[src/rtl/nbe_pkg.sv]
package nbe_pkg;

  typedef enum logic [3:0] {
    ST_IDLE,
    ST_ADDR,
    ST_LEN,
    ST_BODY,
    ST_CSUM,
    ST_WAIT,
    ST_TXADDR,
    ST_TXLEN,
    ST_TXBODY,
    ST_TXCSUM,
    ST_SKIP
  } nbeState_t;

  typedef enum logic [1:0] {
    TX_ID,
    TX_LEN,
    TX_BODY,
    TX_SUM
  } txSel_t;

  // Strobes from the control FSM to the datapath
  typedef struct packed {
    logic sumClr;
    logic sumAddRx;
    logic sumAddTx;
    logic latchHi;
    logic wrBody;
    logic ackNib;
    logic latchRxLen;
    logic latchTxLen;
  } nbeStrobe_t;

endpackage

[src/rtl/nbe_datapath.sv]
module nbe_datapath
  import nbe_pkg::*;
#(
  parameter int SYNC_STAGES = 2,
  parameter int MAX_BODY    = 32,
  parameter int LEN_W       = $clog2(MAX_BODY + 1),
  parameter int IDX_W       = $clog2(MAX_BODY)
) (
  input  logic             clk,
  input  logic             rstN,
  input  logic             rwIn,
  input  logic             csIn,
  input  logic [3:0]       nodeData,
  input  logic [7:0]       devId,
  input  nbeStrobe_t       strobe,
  input  txSel_t           txSel,
  input  logic             txLo,
  input  logic [IDX_W-1:0] bodyIdx,
  input  logic [LEN_W-1:0] txLen,
  input  logic             txWrEn,
  input  logic [IDX_W-1:0] txWrAddr,
  input  logic [7:0]       txWrData,
  input  logic [IDX_W-1:0] rxRdAddr,
  output logic             rwFall,
  output logic             rwRise,
  output logic             csRise,
  output logic             rwHigh,
  output logic [7:0]       rxByte,
  output logic             sumMatch,
  output logic [LEN_W-1:0] txLenQ,
  output logic [LEN_W-1:0] rxLenQ,
  output logic [7:0]       rxRdData,
  output logic [3:0]       devNib,
  output logic             hsOut
);

  localparam logic [LEN_W-1:0] LEN_LIMIT = LEN_W'(MAX_BODY);

  logic [SYNC_STAGES-1:0]      rwSh;
  logic [SYNC_STAGES-1:0]      csSh;
  logic [SYNC_STAGES-1:0][3:0] ndSh;
  logic                        rwPrev;
  logic                        csPrev;
  logic                        rwSync;
  logic                        csSync;
  logic [3:0]                  ndSync;
  logic [3:0]                  hiNib;
  logic [7:0]                  sumQ;
  logic [7:0]                  txByte;
  logic [7:0]                  rxBuf [MAX_BODY];
  logic [7:0]                  txBuf [MAX_BODY];

  assign rwSync = rwSh[SYNC_STAGES-1];
  assign csSync = csSh[SYNC_STAGES-1];
  assign ndSync = ndSh[SYNC_STAGES-1];

  // Synchronizer chains for the asynchronous bus lines
  always_ff @(posedge clk) begin
    if (!rstN) begin
      rwSh   <= '1;
      csSh   <= '0;
      ndSh   <= '0;
      rwPrev <= 1'b1;
      csPrev <= 1'b0;
    end else begin
      rwSh[0] <= rwIn;
      csSh[0] <= csIn;
      ndSh[0] <= nodeData;
      for (int k = 1; k < SYNC_STAGES; k++) begin
        rwSh[k] <= rwSh[k-1];
        csSh[k] <= csSh[k-1];
        ndSh[k] <= ndSh[k-1];
      end
      rwPrev <= rwSync;
      csPrev <= csSync;
    end
  end

  assign rwFall = rwPrev & ~rwSync;
  assign rwRise = ~rwPrev & rwSync;
  assign csRise = ~csPrev & csSync;
  assign rwHigh = rwSync;

  assign rxByte   = {hiNib, ndSync};
  assign sumMatch = (sumQ == rxByte);

  // Outgoing byte selection
  always_comb begin
    unique case (txSel)
      TX_ID:   txByte = devId;
      TX_LEN:  txByte = 8'(txLenQ);
      TX_BODY: txByte = txBuf[bodyIdx];
      default: txByte = sumQ;
    endcase
  end

  assign devNib   = txLo ? txByte[3:0] : txByte[7:4];
  assign rxRdData = rxBuf[rxRdAddr];

  always_ff @(posedge clk) begin
    if (!rstN) begin
      hiNib  <= '0;
      sumQ   <= '0;
      hsOut  <= 1'b0;
      rxLenQ <= '0;
      txLenQ <= '0;
    end else begin
      if (strobe.latchHi)  hiNib <= ndSync;
      if (strobe.sumClr)        sumQ <= '0;
      else if (strobe.sumAddRx) sumQ <= sumQ + rxByte;
      else if (strobe.sumAddTx) sumQ <= sumQ + txByte;
      if (strobe.ackNib)   hsOut <= ~hsOut;
      if (strobe.latchRxLen) rxLenQ <= rxByte[LEN_W-1:0];
      if (strobe.latchTxLen) txLenQ <= (txLen > LEN_LIMIT) ? LEN_LIMIT : txLen;
    end
  end

  // Packet buffers (no reset: contents qualified by lengths)
  always_ff @(posedge clk) begin
    if (strobe.wrBody) rxBuf[bodyIdx] <= rxByte;
    if (txWrEn)        txBuf[txWrAddr] <= txWrData;
  end

endmodule

[src/rtl/nbe_ctrl.sv]
module nbe_ctrl
  import nbe_pkg::*;
#(
  parameter int MAX_BODY    = 32,
  parameter int TIMEOUT_CYC = 4096,
  parameter int LEN_W       = $clog2(MAX_BODY + 1),
  parameter int IDX_W       = $clog2(MAX_BODY),
  parameter int TO_W        = $clog2(TIMEOUT_CYC + 1)
) (
  input  logic             clk,
  input  logic             rstN,
  input  logic             rwFall,
  input  logic             rwRise,
  input  logic             csRise,
  input  logic             rwHigh,
  input  logic [7:0]       rxByte,
  input  logic             sumMatch,
  input  logic [LEN_W-1:0] txLenQ,
  input  logic [7:0]       devId,
  output nbeStrobe_t       strobe,
  output txSel_t           txSel,
  output logic             txLo,
  output logic [IDX_W-1:0] bodyIdx,
  output logic             devDataEn,
  output logic             rxDone,
  output logic             pktErr
);

  localparam logic [7:0]      LEN_MAX_B = 8'(MAX_BODY);
  localparam logic [TO_W-1:0] TO_LAST   = TO_W'(TIMEOUT_CYC - 1);

  nbeState_t        state, stNext;
  logic             loPhase, loNext;
  logic [LEN_W-1:0] byteCnt, cntNext;
  logic [LEN_W-1:0] lenQ, lenNext;
  logic [LEN_W-1:0] cntInc;
  logic [TO_W-1:0]  toCnt;
  logic             doneNext, errNext;
  logic             toExpire;
  logic             rxNib, txNib;

  assign cntInc   = byteCnt + LEN_W'(1);
  assign toExpire = (state != ST_IDLE) && (toCnt == TO_LAST);
  assign rxNib    = csRise & ~rwHigh;
  assign txNib    = csRise & rwHigh;
  assign txLo     = loPhase;
  assign bodyIdx  = byteCnt[IDX_W-1:0];

  always_comb begin
    stNext   = state;
    loNext   = loPhase;
    cntNext  = byteCnt;
    lenNext  = lenQ;
    strobe   = '0;
    doneNext = 1'b0;
    errNext  = pktErr;
    if (rwFall) begin
      stNext        = ST_ADDR;
      loNext        = 1'b0;
      cntNext       = '0;
      strobe.sumClr = 1'b1;
      errNext       = 1'b0;
    end else if (toExpire) begin
      stNext = ST_IDLE;
    end else begin
      unique case (state)
        ST_ADDR: if (rxNib) begin
          if (!loPhase) begin
            strobe.latchHi = 1'b1;
            loNext         = 1'b1;
          end else begin
            loNext = 1'b0;
            if (rxByte == devId) begin
              strobe.sumAddRx = 1'b1;
              stNext          = ST_LEN;
            end else begin
              stNext = ST_SKIP;
            end
          end
        end
        ST_LEN: if (rxNib) begin
          strobe.ackNib = 1'b1;
          if (!loPhase) begin
            strobe.latchHi = 1'b1;
            loNext         = 1'b1;
          end else begin
            loNext          = 1'b0;
            strobe.sumAddRx = 1'b1;
            if (rxByte > LEN_MAX_B) begin
              errNext = 1'b1;
              stNext  = ST_SKIP;
            end else begin
              lenNext           = rxByte[LEN_W-1:0];
              strobe.latchRxLen = 1'b1;
              cntNext           = '0;
              stNext            = (rxByte == 8'd0) ? ST_CSUM : ST_BODY;
            end
          end
        end
        ST_BODY: if (rxNib) begin
          strobe.ackNib = 1'b1;
          if (!loPhase) begin
            strobe.latchHi = 1'b1;
            loNext         = 1'b1;
          end else begin
            loNext          = 1'b0;
            strobe.sumAddRx = 1'b1;
            strobe.wrBody   = 1'b1;
            cntNext         = cntInc;
            if (cntInc == lenQ) stNext = ST_CSUM;
          end
        end
        ST_CSUM: if (rxNib) begin
          strobe.ackNib = 1'b1;
          if (!loPhase) begin
            strobe.latchHi = 1'b1;
            loNext         = 1'b1;
          end else begin
            loNext = 1'b0;
            if (sumMatch) begin
              doneNext = 1'b1;
              stNext   = ST_WAIT;
            end else begin
              errNext = 1'b1;
              stNext  = ST_SKIP;
            end
          end
        end
        ST_WAIT: if (rwRise) begin
          stNext            = ST_TXADDR;
          loNext            = 1'b0;
          cntNext           = '0;
          strobe.sumClr     = 1'b1;
          strobe.latchTxLen = 1'b1;
        end
        ST_TXADDR, ST_TXLEN, ST_TXBODY, ST_TXCSUM: if (txNib) begin
          strobe.ackNib = 1'b1;
          if (!loPhase) begin
            loNext = 1'b1;
          end else begin
            loNext          = 1'b0;
            strobe.sumAddTx = 1'b1;
            unique case (state)
              ST_TXADDR: stNext = ST_TXLEN;
              ST_TXLEN: begin
                cntNext = '0;
                stNext  = (txLenQ == '0) ? ST_TXCSUM : ST_TXBODY;
              end
              ST_TXBODY: begin
                cntNext = cntInc;
                if (cntInc == txLenQ) stNext = ST_TXCSUM;
              end
              default: stNext = ST_IDLE;
            endcase
          end
        end
        ST_SKIP: if (rwRise) stNext = ST_IDLE;
        default: ;
      endcase
    end
  end

  always_comb begin
    unique case (state)
      ST_TXLEN:  txSel = TX_LEN;
      ST_TXBODY: txSel = TX_BODY;
      ST_TXCSUM: txSel = TX_SUM;
      default:   txSel = TX_ID;
    endcase
  end

  assign devDataEn = (state == ST_TXADDR) || (state == ST_TXLEN) ||
                     (state == ST_TXBODY) || (state == ST_TXCSUM);

  always_ff @(posedge clk) begin
    if (!rstN) begin
      state   <= ST_IDLE;
      loPhase <= 1'b0;
      byteCnt <= '0;
      lenQ    <= '0;
      rxDone  <= 1'b0;
      pktErr  <= 1'b0;
      toCnt   <= '0;
    end else begin
      state   <= stNext;
      loPhase <= loNext;
      byteCnt <= cntNext;
      lenQ    <= lenNext;
      rxDone  <= doneNext;
      pktErr  <= errNext;
      if (state == ST_IDLE || csRise || rwFall || rwRise || toExpire) toCnt <= '0;
      else                                                         toCnt <= toCnt + TO_W'(1);
    end
  end

endmodule

[src/rtl/nibble_bus_endpoint.sv]
module nibble_bus_endpoint
  import nbe_pkg::*;
#(
  parameter int SYNC_STAGES = 2,
  parameter int MAX_BODY    = 32,
  parameter int TIMEOUT_CYC = 4096,
  parameter int LEN_W       = $clog2(MAX_BODY + 1),
  parameter int IDX_W       = $clog2(MAX_BODY)
) (
  input  logic             clk,
  input  logic             rstN,
  input  logic [7:0]       devId,
  input  logic             rwIn,
  input  logic             csIn,
  input  logic [3:0]       nodeData,
  output logic             hsOut,
  output logic [3:0]       devData,
  output logic             devDataEn,
  output logic             rxDone,
  output logic [LEN_W-1:0] rxLen,
  input  logic [IDX_W-1:0] rxRdAddr,
  output logic [7:0]       rxRdData,
  output logic             pktErr,
  input  logic             txWrEn,
  input  logic [IDX_W-1:0] txWrAddr,
  input  logic [7:0]       txWrData,
  input  logic [LEN_W-1:0] txLen
);

  nbeStrobe_t       strobe;
  txSel_t           txSel;
  logic             txLo;
  logic [IDX_W-1:0] bodyIdx;
  logic             rwFall, rwRise, csRise, rwHigh;
  logic [7:0]       rxByte;
  logic             sumMatch;
  logic [LEN_W-1:0] txLenQ;
  logic [3:0]       devNib;

  nbe_datapath #(
    .SYNC_STAGES(SYNC_STAGES),
    .MAX_BODY   (MAX_BODY),
    .LEN_W      (LEN_W),
    .IDX_W      (IDX_W)
  ) dp_i (
    .clk     (clk),
    .rstN    (rstN),
    .rwIn    (rwIn),
    .csIn    (csIn),
    .nodeData(nodeData),
    .devId   (devId),
    .strobe  (strobe),
    .txSel   (txSel),
    .txLo    (txLo),
    .bodyIdx (bodyIdx),
    .txLen   (txLen),
    .txWrEn  (txWrEn),
    .txWrAddr(txWrAddr),
    .txWrData(txWrData),
    .rxRdAddr(rxRdAddr),
    .rwFall  (rwFall),
    .rwRise  (rwRise),
    .csRise  (csRise),
    .rwHigh  (rwHigh),
    .rxByte  (rxByte),
    .sumMatch(sumMatch),
    .txLenQ  (txLenQ),
    .rxLenQ  (rxLen),
    .rxRdData(rxRdData),
    .devNib  (devNib),
    .hsOut   (hsOut)
  );

  nbe_ctrl #(
    .MAX_BODY   (MAX_BODY),
    .TIMEOUT_CYC(TIMEOUT_CYC),
    .LEN_W      (LEN_W),
    .IDX_W      (IDX_W)
  ) ctrl_i (
    .clk      (clk),
    .rstN     (rstN),
    .rwFall   (rwFall),
    .rwRise   (rwRise),
    .csRise   (csRise),
    .rwHigh   (rwHigh),
    .rxByte   (rxByte),
    .sumMatch (sumMatch),
    .txLenQ   (txLenQ),
    .devId    (devId),
    .strobe   (strobe),
    .txSel    (txSel),
    .txLo     (txLo),
    .bodyIdx  (bodyIdx),
    .devDataEn(devDataEn),
    .rxDone   (rxDone),
    .pktErr   (pktErr)
  );

  assign devData = devDataEn ? devNib : 4'h0;

endmodule

[config.mk]
export PLATFORM = sky130hd
export DESIGN_NAME = nibble_bus_endpoint
export DESIGN_NICKNAME = d
export VERILOG_FILES = /design/src/rtl/nbe_pkg.sv /design/src/rtl/nbe_datapath.sv /design/src/rtl/nbe_ctrl.sv /design/src/rtl/nibble_bus_endpoint.sv
export SDC_FILE = /design/constraint.sdc
export NUM_CORES = 1
export LEC_CHECK = 0
export ABC_AREA = 0
export ABC_CLOCK_PERIOD_IN_PS = 4500
export BUFFER_PORTS_ARGS = -buffer_cell sky130_fd_sc_hd__buf_2
export CAP_MARGIN = 0
export CORE_MARGIN = 2
export CORE_UTILIZATION = 43
export DETAILED_ROUTE_END_ITERATION = 8
export PLACE_DENSITY_LB_ADDON = 0.15
export SLEW_MARGIN = 10
export SYNTH_ARGS = -nofsm -noshare
export SYNTH_HDL_FRONTEND = slang
export SYNTH_HIERARCHICAL = 1
export SYNTH_SLANG_ARGS = --single-unit
[constraint.sdc]
create_clock -name clk -period 4.5 [get_ports clk]
set_clock_uncertainty 0.15 [all_clocks]
set_input_delay 0.9 -clock clk [delete_from_list [all_inputs] [get_ports clk]]
set_output_delay 0.9 -clock clk [all_outputs]
set_load 0.05 [all_outputs]
==> qor.log, run 1 <==
qor: layout.final.fill_count 4681
qor: placed_design.io_buffer_count 62
qor: layout.synthToLayoutAreaGrowth 15.14%
qor: power.p_sw_share 21.02%
qor: detailed_routing.detail-route-antenna-nets 0
qor: power.share_seq_of_total_power 53.4%
qor: logic_synthesis.post-synth-top-count-cell sky130_fd_sc_hd__edfxtp_1
qor: sta.report.final.hold_viol_count 0
qor: logic_synthesis.post_synth_inst_count 1443
qor: power.power.leakage 9.329 nW
qor: sta.finalCriticalPeriod 4.389 ns
qor: layout.n_antenna_cell 0
qor: setup_path.r2r_cells 15
qor: floorplan.initial_core_util 43.47%
qor: logic_synthesis.ys_flop_type sky130_fd_sc_hd__edfxtp_1
qor: sta.finalSetupViolCount 0
qor: floorplan.die_width 242.5 µm
qor: min_path.hold-path-cell-count 1
qor: setup_path.critPathMaxFanout 13
qor: floorplan.die_h 242.5 µm
qor: layout.multi_input_combinational_cell_area 7241 µm²
qor: min_path.min-delay-path-class reg2reg
qor: sta.slew_headroom 32.05%
qor: logic_synthesis.synth-seq-area-share 68.65%
qor: layout.fraction_of_layout_instances_using_a_drive_strength_above_1 26.96%
qor: setup_path.r2r_end dp_i/sumQ[7]
qor: global_route.grt_remaining_overflow 0
qor: logic_synthesis.post_synth_main_area_contributors sky130_fd_sc_hd__edfxtp_1 (63%), sky130_fd_sc_hd__mux4_2 (13%), sky130_fd_sc_hd__dfxtp_1 (5.8%)
qor: power.cell_int_power 0.008712 W
qor: clocking.clkSinkCount 583
qor: detailed_routing.via_count 13420
qor: logic_synthesis.yosysWarnings 6
qor: sta.max_clock_freq 0.2278 GHz
qor: setup_path.ff2ff_setup_slack 0.21 ns
qor: sta.timing_worst_slew_pin_value 1.015 ns
qor: layout.final_nets 1633
qor: setup_path.worst-setup-path-type reg2out
qor: sta.pins_over_slew_limit 0
qor: power.clock_power_share 43.2%
qor: clocking.clk_root_buffer_cell sky130_fd_sc_hd__clkbuf_16
qor: global_route.track_usage 20.06%
qor: logic_synthesis.synth.avg_cell_area 16.95 µm²
qor: layout.ff_latch_area 16810 µm²
qor: setup_path.critPathArrivalTime 3.34 ns
qor: clocking.cts_tree done
qor: logic_synthesis.synth-edff-count 512
qor: global_route.grt_pass1_wl 88.03 mm
qor: power.finalPower 0.01103 W
qor: power.powerDensity 391.6 nW/µm²
qor: detailed_routing.post_drt_via_cell_ratio 5.619
qor: global_route.grt_pass1_vias 13250
qor: setup_path.worstSetupStartpointType register
qor: logic_synthesis.postSynth.asyncResetShare 0%
qor: layout.final_cells 2388
qor: layout.fin_area 28170 µm²
qor: detailed_routing.number_of_iterations_in_the_first_detailed_routing_pass 5
qor: placed_design.postPlaceCellArea 25970 µm²
qor: clocking.clockBufferDepth 3
qor: detailed_routing.routedWlPerCell 24.64 µm
qor: placed_design.sum_of_net_half_perimeters_after_detailed_placement 37.50 mm
qor: logic_synthesis.synthesis.nets 1494
qor: logic_synthesis.ys_top_cells_by_count sky130_fd_sc_hd__edfxtp_1 (512), sky130_fd_sc_hd__mux4_2 (139), sky130_fd_sc_hd__nor2_1 (123), sky130_fd_sc_hd__dfxtp_1 (71), sky130_fd_sc_hd__nand2_1 (54)
qor: clocking.hold_buffers 0
qor: global_route.pin_count_of_the_biggest_net_entering_global_routing 65
qor: detailed_routing.drtIter0Drc 1229
qor: power.power_switching 0.002319 W
qor: setup_path.cp.required 3.45 ns
qor: placed_design.gpl.final_weighted_congestion 0.8648
qor: logic_synthesis.flip_flop_and_latch_count_after_synthesis 583
qor: clocking.insertion_delay 0.63 ns
qor: power.comb_power_share 3.3%
qor: setup_path.timing.critical_path.to_type primary output
qor: logic_synthesis.netlist-cell-type-count 81
qor: setup_path.reg_to_reg_critical_path_startpoint ctrl_i/byteCnt[0]
qor: run_status.run_status completed
qor: floorplan.fp-row-count 87
qor: power.ir_drop 353.1 µV
qor: clocking.cts.clk_slew.worst_paths 0.06 ns
qor: global_route.antenna_found_initial 0
qor: floorplan.ios 63
qor: flow_run.maxCapViolCount 0
qor: min_path.timing.hold.worst_endpoint dp_i/rwSh[1]
qor: clocking.cts_made_buffers 59
qor: detailed_routing.totalWireLength 58.84 mm
qor: clocking.htree_levels 2
qor: floorplan.coreArea 56280 µm²
qor: sta.holdWs 0.2593 ns
qor: logic_synthesis.total_standard_cell_area_after_synthesis 24460 µm²
qor: logic_synthesis.synth_top_cell_by_area sky130_fd_sc_hd__edfxtp_1
qor: logic_synthesis.share_of_yosys_cell_area_claimed_by_the_top_area_cell_type 62.84%
qor: sta.fin_crit_sh 97.53%
qor: detailed_routing.detail_route.drc_violations 0
qor: sta.timing.setup.tns 0 ns
qor: floorplan.die_area 58820 µm²
qor: placed_design.place_inst 2250
qor: min_path.worstHoldStart dp_i/rwSh[0]
worst max-delay path: stages, from the launching register on:
cell                        delay, ns
sky130_fd_sc_hd__dfxtp_4         0.41
sky130_fd_sc_hd__buf_4           0.16
sky130_fd_sc_hd__clkbuf_16       0.20
sky130_fd_sc_hd__mux4_2          0.51
sky130_fd_sc_hd__a22oi_1         0.25
sky130_fd_sc_hd__nand3_1         0.17
sky130_fd_sc_hd__o32a_1          0.35
sky130_fd_sc_hd__o31a_1          0.27
sky130_fd_sc_hd__and2_1          0.17
sky130_fd_sc_hd__buf_2           0.21
final cells by class:
type / instances / share of cell area, %
timing repair buffer: 162 / 4.322
multi-input combinational: 755 / 25.70
inverter: 21 / 0.2932
tap: 756 / 3.358
sequential: 583 / 59.67
clock buffer: 73 / 5.534
clock inverter: 38 / 1.119
stage by stage:
stage	utilization, %	worst slack (ns)
after CTS	49.53	-0.01201
after floorplan	-	0.03918
after global placement	46.15	0.1552
after detailed placement	46.15	0.1239
after global routing	50.05	-0.01690
final	50.05	0.1111
state kept, by name, indices dropped and copies added, names as in the netlist:
signal          count
ctrl_i/lenQ         6
dp_i/ndSh           4
dp_i/txBuf        256
ctrl_i/toCnt       13
dp_i/rxLenQ         6
dp_i/rwSh           2
dp_i/hiNib          4
ctrl_i/txLo         1
ctrl_i/state        4
ctrl_i/byteCnt      6
dp_i/rwPrev         1
dp_i/ndSync         4
dp_i/rxBuf        256
dp_i/sumQ           8
ctrl_i/pktErr       1
dp_i/csSh           2
dp_i/txLenQ         6
ctrl_i/rxDone       1
dp_i/csPrev         1
dp_i/hsOut          1
kinds of logic (layout without fill, tap and decap cells):
logic type	Yosys count	after routing	synth area share (%)
flip-flops	583	583	68.65
AND/OR/NAND/NOR	357	357	7.584
multiplexers	195	195	15.29
AO/OA/AOI/OAI	141	141	3.923
buffers and inverters	105	294	2.087
XOR/XNOR	51	51	1.882
adder cells (fa/ha/maj)	11	11	0.5830
cell usage in the layout, fill, tap and decap left out, types with 9 or more instances in the layout:
cell type / Yosys / routed
sky130_fd_sc_hd__and2_1: 22 / 22
sky130_fd_sc_hd__nand3b_1: 9 / 9
sky130_fd_sc_hd__nand4_1: 9 / 9
sky130_fd_sc_hd__clkinv_2: 0 / 10
sky130_fd_sc_hd__dfxtp_1: 71 / 65
sky130_fd_sc_hd__nand2b_1: 12 / 12
sky130_fd_sc_hd__a21oi_1: 33 / 32
sky130_fd_sc_hd__mux4_2: 139 / 139
sky130_fd_sc_hd__buf_2: 24 / 59
sky130_fd_sc_hd__ha_1: 9 / 9
sky130_fd_sc_hd__mux2i_1: 41 / 40
sky130_fd_sc_hd__xor2_1: 10 / 10
sky130_fd_sc_hd__a22oi_1: 14 / 11
sky130_fd_sc_hd__clkbuf_16: 0 / 60
sky130_fd_sc_hd__nor2_1: 123 / 122
sky130_fd_sc_hd__o21ai_0: 24 / 23
sky130_fd_sc_hd__nand2_1: 54 / 54
sky130_fd_sc_hd__edfxtp_1: 512 / 512
sky130_fd_sc_hd__clkinv_1: 0 / 17
sky130_fd_sc_hd__clkbuf_1: 34 / 11
sky130_fd_sc_hd__nor2b_1: 34 / 34
sky130_fd_sc_hd__buf_4: 15 / 88
sky130_fd_sc_hd__xnor2_1: 40 / 40
sky130_fd_sc_hd__inv_1: 21 / 20
sky130_fd_sc_hd__mux2_2: 13 / 13
sky130_fd_sc_hd__nor3_1: 16 / 13
sky130_fd_sc_hd__nand3_1: 24 / 23
sky130_fd_sc_hd__o22ai_1: 10 / 9
power by group through the flow:
stage / clock network [W] / registers (W) / logic [W]
floorplan: 0 / 0.00601 / 0.000209
global placement: 0 / 0.00601 / 0.000368
detailed placement: 0 / 0.00601 / 0.000371
CTS: 0.00486 / 0.00590 / 0.000372
global route: 0.00509 / 0.00589 / 0.000396
finish: 0.00477 / 0.00590 / 0.000369
what timing repair did:
item | in CTS | in global routing
setup buffers | 1 | 25
gates cloned | 0 | 1
endpoints found under the setup margin | 3 | 5
gates resized for setup | 5 | 20
pin swaps | 1 | 2
routing by layer:
metal | vias up | GRT usage (%) | share of wire [%]
met3 | 68 | 3.501 | 6.9
met5 | - | 0 | 0
met2 | 480 | 31.62 | 47
met4 | 0 | 4.847 | 2.0
li1 | 5982 | - | -
met1 | 6889 | 29.16 | 44
how the worst max path moves through the flow:
stage                      start           end  slack (ns)  cells after the start
2_1_floorplan    ctrl_i/state[2]  dp_i/sumQ[7]        0.04                     17
3_3_place_gp     ctrl_i/toCnt[0]  dp_i/sumQ[7]        0.16                     16
3_5_place_dp     ctrl_i/toCnt[0]  dp_i/sumQ[7]        0.12                     16
4_1_cts        ctrl_i/byteCnt[0]    devData[0]       -0.01                      9
5_1_grt        ctrl_i/byteCnt[0]    devData[0]       -0.02                      9
6_report       ctrl_i/byteCnt[0]    devData[1]        0.11                      9
(Power assumes the default switching activity.)
==> run 2: changes to the inputs <==
- BUFFER_PORTS_ARGS: -buffer_cell sky130_fd_sc_hd__buf_2 -> default
- DONT_BUFFER_PORTS: default -> 1
==> run 2 against run 1 <==
- count of clock-buffer cells in the layout increased by 4
- design area decreased by 1.2%
- critical endpoint is now devData[0]
- cell count decreased by 3.0%
- maximum frequency about the same
- flip-flop and latch count unchanged
- combinational power decreased by 34%
==> qor.log, run 2 (same netlist as run 1, synthesis figures left out) <==
qor: layout.final_nets 1564 [was 1633]
qor: layout.n_antenna_cell 0 [unchanged]
qor: sta.max_clock_freq 0.2280 GHz [was 0.2278 GHz]
qor: floorplan.fp-row-count 87 [unchanged]
qor: layout.fin_area 27820 µm² [was 28170 µm²]
qor: setup_path.critPathMaxFanout 11 [was 13]
qor: global_route.grt_pass1_wl 87.39 mm [was 88.03 mm]
qor: layout.synthToLayoutAreaGrowth 13.71% [was 15.14%]
qor: setup_path.worst-setup-path-type reg2out [unchanged]
qor: sta.grt_setup_unrepaired false
qor: layout.final_common_cell sky130_fd_sc_hd__edfxtp_1 [unchanged]
qor: placed_design.postPlaceCellArea 25700 µm² [was 25970 µm²]
qor: global_route.grt_pass1_vias 13090 [was 13250]
qor: clocking.htree_levels 2 [unchanged]
qor: power.clock_power_share 44.1% [was 43.2%]
qor: sta.pins_over_slew_limit 0 [unchanged]
qor: clocking.clkSinkCount 583 [unchanged]
qor: floorplan.die_width 242.5 µm [unchanged]
qor: layout.final.fill_count 4671 [was 4681]
qor: setup_path.cp.required 3.45 ns [about the same]
qor: setup_path.worst_setup_path_startpoint ctrl_i/byteCnt[0] [unchanged]
qor: placed_design.dp_worst_setup_slack 0.003215 ns [was 0.1239 ns]
qor: run_status.run_status completed [unchanged]
qor: clocking.insertion_delay 0.63 ns [about the same]
qor: power.finalPower 0.01099 W [was 0.01103 W]
qor: detailed_routing.detail-route-antenna-nets 0 [unchanged]
qor: setup_path.ff2ff_setup_slack 0.24 ns [was 0.21 ns]
qor: floorplan.die_area 58820 µm² [unchanged]
qor: sta.finalSetupViolCount 0 [unchanged]
qor: power.powerDensity 395.1 nW/µm² [was 391.6 nW/µm²]
qor: detailed_routing.totalWireLength 58.32 mm [was 58.84 mm]
qor: placed_design.place_inst 2196 [was 2250]
qor: power.cell_int_power 0.008781 W [was 0.008712 W]
qor: clocking.clockBufferDepth 3 [unchanged]
qor: power.ir_drop 351.8 µV [was 353.1 µV]
qor: floorplan.initial_core_util 43.47% [unchanged]
qor: placed_design.gpl.final_weighted_congestion 0.8897 [was 0.8648]
qor: detailed_routing.via_count 13160 [was 13420]
qor: setup_path.critical-path-top-delay-family multiplexers [was compound AO/OA/AOI/OAI gates]
qor: global_route.pin_count_of_the_biggest_net_entering_global_routing 65 [unchanged]
qor: sta.finalCriticalPeriod 4.386 ns [was 4.389 ns]
qor: setup_path.cp_num_buf_inv 2 [was 3]
qor: setup_path.timing.critical_path.depth 9 [unchanged]
qor: clocking.cts.clk_slew.worst_paths 0.06 ns [about the same]
qor: detailed_routing.drtIter0Drc 1198 [was 1229]
qor: setup_path.critical_path.cell_chain buf_12 -> buf_4 -> mux4_2 -> a22oi_2 -> o311ai_1 -> a21oi_1 -> nor2_1 -> mux4_2 -> and2_4 [was buf_4 -> clkbuf_16 -> mux4_2 -> a22oi_1 -> nand3_1 -> o32a_1 -> o31a_1 -> and2_1 -> buf_2]
qor: setup_path.slowest_stage_delay_cp 0.51 ns [about the same]
qor: floorplan.die_h 242.5 µm [unchanged]
qor: clocking.cts_tree done [unchanged]
qor: sta.report.final.hold_viol_count 0 [unchanged]
qor: min_path.min-delay-path-class in2reg [was reg2reg]
qor: setup_path.critPathArrivalTime 3.34 ns [about the same]
qor: floorplan.ios 63 [unchanged]
qor: power.share_seq_of_total_power 53.6% [was 53.4%]
qor: sta.slew_headroom 32.23% [was 32.05%]
qor: clocking.clk_root_buffer_cell sky130_fd_sc_hd__clkbuf_16 [unchanged]
qor: sta.fin_crit_sh 97.46% [was 97.53%]
qor: power.comb_power_share 2.2% [was 3.3%]
qor: power.power.leakage 9.033 nW [was 9.329 nW]
qor: floorplan.coreArea 56280 µm² [unchanged]
qor: sta.timing_worst_slew_pin_value 1.009 ns [was 1.015 ns]
qor: setup_path.timing.critical_path.to_type primary output [unchanged]
qor: detailed_routing.routedWlPerCell 25.17 µm [was 24.64 µm]
qor: min_path.hold-path-cell-count 0 [was 1]
qor: placed_design.sum_of_net_half_perimeters_after_detailed_placement 37.04 mm [was 37.50 mm]
qor: setup_path.r2r_end dp_i/sumQ[7] [unchanged]
qor: detailed_routing.number_of_iterations_in_the_first_detailed_routing_pass 5 [unchanged]
qor: layout.fraction_of_layout_instances_using_a_drive_strength_above_1 23.96% [was 26.96%]
qor: setup_path.worst_setup_path_endpoint devData[0] [was devData[1]]
qor: clocking.cts_made_buffers 59 [unchanged]
qor: sta.timing.setup.tns 0 ns [unchanged]
qor: layout.largest_registers dp_i/rxBuf (256), dp_i/txBuf (256), ctrl_i/toCnt (13) [unchanged]
qor: detailed_routing.detail_route.drc_violations 0 [unchanged]
qor: layout.final_cells 2317 [was 2388]
qor: sta.worst_slack 0.1144 ns [was 0.1111 ns]
qor: global_route.grt_remaining_overflow 0 [unchanged]
qor: detailed_routing.post_drt_via_cell_ratio 5.678 [was 5.619]
qor: power.p_sw_share 20.12% [was 21.02%]
qor: global_route.track_usage 19.98% [was 20.06%]
qor: layout.layout.cells.most_common_list sky130_fd_sc_hd__edfxtp_1 (512), sky130_fd_sc_hd__mux4_2 (139), sky130_fd_sc_hd__nor2_1 (123) [was sky130_fd_sc_hd__edfxtp_1 (512), sky130_fd_sc_hd__mux4_2 (139), sky130_fd_sc_hd__nor2_1 (122)]
qor: setup_path.reg_to_reg_critical_path_startpoint ctrl_i/byteCnt[0] [unchanged]
qor: setup_path.worst_path_max_delay_cell sky130_fd_sc_hd__mux4_2 [unchanged]
qor: flow_run.maxCapViolCount 0 [unchanged]
qor: placed_design.io_buffer_count 0 [was 62]
qor: global_route.antenna_found_initial 0 [unchanged]
qor: setup_path.r2r_cells 14 [was 15]
qor: setup_path.path_common_cell sky130_fd_sc_hd__mux4_2
qor: setup_path.worstSetupStartpointType register [unchanged]
qor: power.power_switching 0.002212 W [was 0.002319 W]
[run 2: layer usage]
| metal | global-route usage (%) | vias to the layer above | routed length (µm) |
|---|---|---|---|
| met5 | 0 | - | 0 |
| met4 | 5.211 | 0 | 1249 |
| met3 | 3.611 | 86 | 3305 |
| met2 | 31.69 | 391 | 27690 |
| met1 | 28.62 | 6842 | 26080 |
| li1 | - | 5837 | - |
[run 2: worst min-delay path by stage]
stage / start / to
2_1_floorplan: dp_i/rwSh[0] / dp_i/rwSh[1]
3_3_place_gp: dp_i/rwSh[0] / dp_i/rwSh[1]
3_5_place_dp: dp_i/rwSh[0] / dp_i/rwSh[1]
4_1_cts: txWrData[2] / dp_i/txBuf[3][2]
5_1_grt: txWrData[2] / dp_i/txBuf[9][2]
6_report: txWrData[2] / dp_i/txBuf[2][2]
[run 2: final cells by class]
type / count / area, µm² / share of cell area, %
tap: 756 / 945.9 / 3.400
clock buffer: 77 / 1629 / 5.856
multi-input combinational: 755 / 7213 / 25.93
timing repair buffer: 93 / 835.8 / 3.004
clock inverter: 32 / 306.5 / 1.102
inverter: 21 / 78.83 / 0.2833
sequential: 583 / 16810 / 60.43
[run 2: power groups by stage]
| stage | registers (W) | logic, W | clock network, W |
|---|---|---|---|
| 6_report | 0.00590 | 0.000245 | 0.00485 |
| 5_1_grt | 0.00589 | 0.000259 | 0.00519 |
| 4_1_cts | 0.00589 | 0.000247 | 0.00499 |
| 3_5_place_dp | 0.00601 | 0.000246 | 0 |
| 3_3_place_gp | 0.00601 | 0.000246 | 0 |
| 2_1_floorplan | 0.00601 | 0.000209 | 0 |
[run 2: metrics by stage]
stage	hold WS, ns	utilization [%]
6_report	0.2142	49.43
5_1_grt	0.1781	49.43
4_1_cts	0.1702	49.17
3_5_place_dp	0.2608	45.66
3_3_place_gp	0.2613	45.66
2_1_floorplan	0.2363	-
[run 2: what timing repair did]
action / 4_1_cts / 5_1_grt
cloned: 0 / 1
pin swaps: 0 / 1
gates resized for setup: 11 / 7
endpoints found under the setup margin: 4 / 4
hold buffers: 0 / 0
setup buffers: 2 / 9
==> run 3: changes to the inputs <==
--- a/constraint.sdc
+++ b/constraint.sdc
@@ -3,3 +3,3 @@
 set_input_delay 0.9 -clock clk [delete_from_list [all_inputs] [get_ports clk]]
 set_output_delay 0.9 -clock clk [all_outputs]
-set_load 0.05 [all_outputs]
+set_load 0.01 [all_outputs]
==> run 3 against run 2 <==
- hold slack gained 0.0023 ns
- maximum frequency shrank 0.38%
- sequential share of layout area up 0.82 points
- first-iteration DRC count shrank 4.3%
- clock power fell by 5.4%
- critical path depth decreased by 1
- utilization shrank 0.67 points
- design area decreased by 1.4%
- sequential power barely moved
- flip-flop and latch count did not move
- cell count fell by 0.82%
- highest routed layer unchanged
==> qor.log, run 3 (same netlist as run 1, synthesis figures left out) <==
qor: run_status.run_status completed [unchanged]
qor: clocking.htree_levels 2 [unchanged]
qor: setup_path.ff2ff_setup_slack 0.23 ns [was 0.24 ns]
qor: clocking.clkSinkCount 583 [unchanged]
qor: detailed_routing.number_of_iterations_in_the_first_detailed_routing_pass 5 [unchanged]
qor: placed_design.gpl.final_weighted_congestion 0.8840 [was 0.8897]
qor: layout.fraction_of_layout_instances_using_a_drive_strength_above_1 21.40% [was 23.96%]
qor: sta.finalCriticalPeriod 4.402 ns [was 4.386 ns]
qor: setup_path.worst_setup_path_startpoint ctrl_i/byteCnt[0] [unchanged]
qor: setup_path.reg_to_reg_critical_path_startpoint ctrl_i/byteCnt[0] [unchanged]
qor: detailed_routing.detail_route.drc_violations 0 [unchanged]
qor: global_route.track_usage 20.06% [was 19.98%]
qor: placed_design.sum_of_net_half_perimeters_after_detailed_placement 37.27 mm [was 37.04 mm]
qor: global_route.pin_count_of_the_biggest_net_entering_global_routing 65 [unchanged]
qor: layout.layout.cells.most_common_list sky130_fd_sc_hd__edfxtp_1 (512), sky130_fd_sc_hd__mux4_2 (139), sky130_fd_sc_hd__nor2_1 (123) [unchanged]
qor: clocking.cts_made_buffers 59 [unchanged]
qor: layout.final_cells 2298 [was 2317]
qor: sta.timing_worst_slew_pin_value 1.017 ns [was 1.009 ns]
qor: layout.largest_registers dp_i/rxBuf (256), dp_i/txBuf (256), ctrl_i/toCnt (13) [unchanged]
qor: setup_path.timing.critical_path.to_type primary output [unchanged]
qor: global_route.grt_remaining_overflow 0 [unchanged]
qor: layout.final.fill_count 4739 [was 4671]
qor: placed_design.place_inst 2188 [was 2196]
qor: clocking.clk_root_buffer_cell sky130_fd_sc_hd__clkbuf_16 [unchanged]
qor: sta.finalSetupViolCount 0 [unchanged]
qor: clocking.post-cts-setup-buffers 0 [was 2]
qor: layout.final_common_cell sky130_fd_sc_hd__edfxtp_1 [unchanged]
qor: layout.share_of_the_core_filled_with_cells_in_the_final_layout 48.76% [was 49.43%]
qor: setup_path.cp.required 3.45 ns [about the same]
qor: setup_path.worst-setup-path-type reg2out [unchanged]
qor: sta.grt_setup_unrepaired false [unchanged]
qor: setup_path.critPathArrivalTime 3.35 ns [was 3.34 ns]
qor: detailed_routing.detail-route-antenna-nets 0 [unchanged]
qor: power.ir_drop 349.4 µV [was 351.8 µV]
qor: sta.fin_crit_sh 97.83% [was 97.46%]
qor: detailed_routing.routedWlPerCell 25.32 µm [was 25.17 µm]
qor: sta.timing.setup.tns 0 ns [unchanged]
qor: setup_path.r2r_cells 15 [was 14]
qor: setup_path.r2r_end dp_i/sumQ[7] [unchanged]
qor: setup_path.worst_setup_path_endpoint devData[0] [unchanged]
qor: detailed_routing.totalWireLength 58.19 mm [was 58.32 mm]
qor: sta.slew_headroom 31.69% [was 32.23%]
qor: floorplan.die_width 242.5 µm [unchanged]
qor: floorplan.fp-row-count 87 [unchanged]
qor: setup_path.worstSetupStartpointType register [unchanged]
qor: detailed_routing.drtIter0Drc 1147 [was 1198]
qor: floorplan.die_h 242.5 µm [unchanged]
qor: clocking.insertion_delay 0.63 ns [about the same]
qor: setup_path.critPathMaxFanout 13 [was 11]
qor: global_route.antenna_found_initial 0 [unchanged]
qor: power.powerDensity 390.2 nW/µm² [was 395.1 nW/µm²]
qor: min_path.min-delay-path-class in2reg [unchanged]
qor: detailed_routing.post_drt_via_cell_ratio 5.661 [was 5.678]
qor: layout.synthToLayoutAreaGrowth 12.17% [was 13.71%]
qor: sta.pins_over_slew_limit 0 [unchanged]
qor: power.finalPower 0.01071 W [was 0.01099 W]
qor: floorplan.initial_core_util 43.47% [unchanged]
qor: detailed_routing.via_count 13010 [was 13160]
qor: power.power.leakage 8.802 nW [was 9.033 nW]
qor: flow_run.maxCapViolCount 0 [unchanged]
qor: floorplan.coreArea 56280 µm² [unchanged]
qor: global_route.grt_pass1_wl 87.37 mm [was 87.39 mm]
qor: floorplan.ios 63 [unchanged]
qor: layout.final_nets 1544 [was 1564]
qor: placed_design.io_buffer_count 0 [unchanged]
qor: sta.report.final.hold_viol_count 0 [unchanged]
qor: clocking.cts_tree done [unchanged]
qor: clocking.cts.clk_slew.worst_paths 0.06 ns [about the same]
qor: layout.n_antenna_cell 0 [unchanged]
qor: clocking.clockBufferDepth 3 [unchanged]
qor: floorplan.die_area 58820 µm² [unchanged]
qor: global_route.grt_pass1_vias 13090 [about the same]
qor: sta.holdWs 0.2165 ns [was 0.2142 ns]
qor: sta.max_clock_freq 0.2271 GHz [was 0.2280 GHz]
qor: clocking.cts.repair.resized 1 [was 11]
qor: clocking.hold_buffers 0 [unchanged]
==> run 3: worst max-delay path, cell delays in order, from the launching register on <==
cell                       delay [ns]
sky130_fd_sc_hd__dfxtp_4         0.43
sky130_fd_sc_hd__buf_12          0.19
sky130_fd_sc_hd__mux4_2          0.53
sky130_fd_sc_hd__a22oi_1         0.33
sky130_fd_sc_hd__o311ai_1        0.22
sky130_fd_sc_hd__a21oi_1         0.21
sky130_fd_sc_hd__nor2_1          0.08
sky130_fd_sc_hd__mux4_2          0.51
sky130_fd_sc_hd__and2_1          0.22
==> run 3: power by group <==
part | internal [W] | switching [W] | leakage, nW | total [W]
logic | 0.000110 | 0.000115 | 2.46 | 0.000225
clock network | 0.00258 | 0.00200 | 0.871 | 0.00459
registers | 0.00588 | 0.0000109 | 5.47 | 0.00590
==> run 3: per-layer routing <==
metal	part of all wire [%]	track usage [%]
met1	45	28.76
met2	47	32.01
met3	6.0	3.755
met4	1.9	4.539
met5	0	0
==> run 3: cell type report <==
cell class              count  area [µm²]  area share (%)
clock buffers              78        1548           5.640
clock inverters            32       250.2          0.9119
inverters                  21       78.83          0.2873
multi-input cells         755        7177           26.15
flip-flops and latches    583       16810           61.24
well taps                 756       945.9           3.447
repair buffers             73       635.6           2.316
==> run 3: per-stage QoR <==
| step | area, µm² | setup WS, ns |
|---|---|---|
| finish | 27440 | 0.09756 |
| global route | 27440 | 0.002488 |
| CTS | 27440 | 0.06507 |
| detailed placement | 25640 | 0.2394 |
| global placement | 25640 | 0.1746 |
| floorplan | 24460 | 0.03918 |
==> run 3: worst min path at each step <==
stage	start	endpoint	slack [ns]	cells past startpoint
2_1_floorplan	dp_i/rwSh[0]	dp_i/rwSh[1]	0.24	1
3_3_place_gp	dp_i/rwSh[0]	dp_i/rwSh[1]	0.27	1
3_5_place_dp	dp_i/csSh[0]	dp_i/csSh[1]	0.27	1
4_1_cts	txWrData[6]	dp_i/txBuf[16][6]	0.18	0
5_1_grt	txWrData[6]	dp_i/txBuf[17][6]	0.18	0
6_report	txWrData[6]	dp_i/txBuf[17][6]	0.22	0
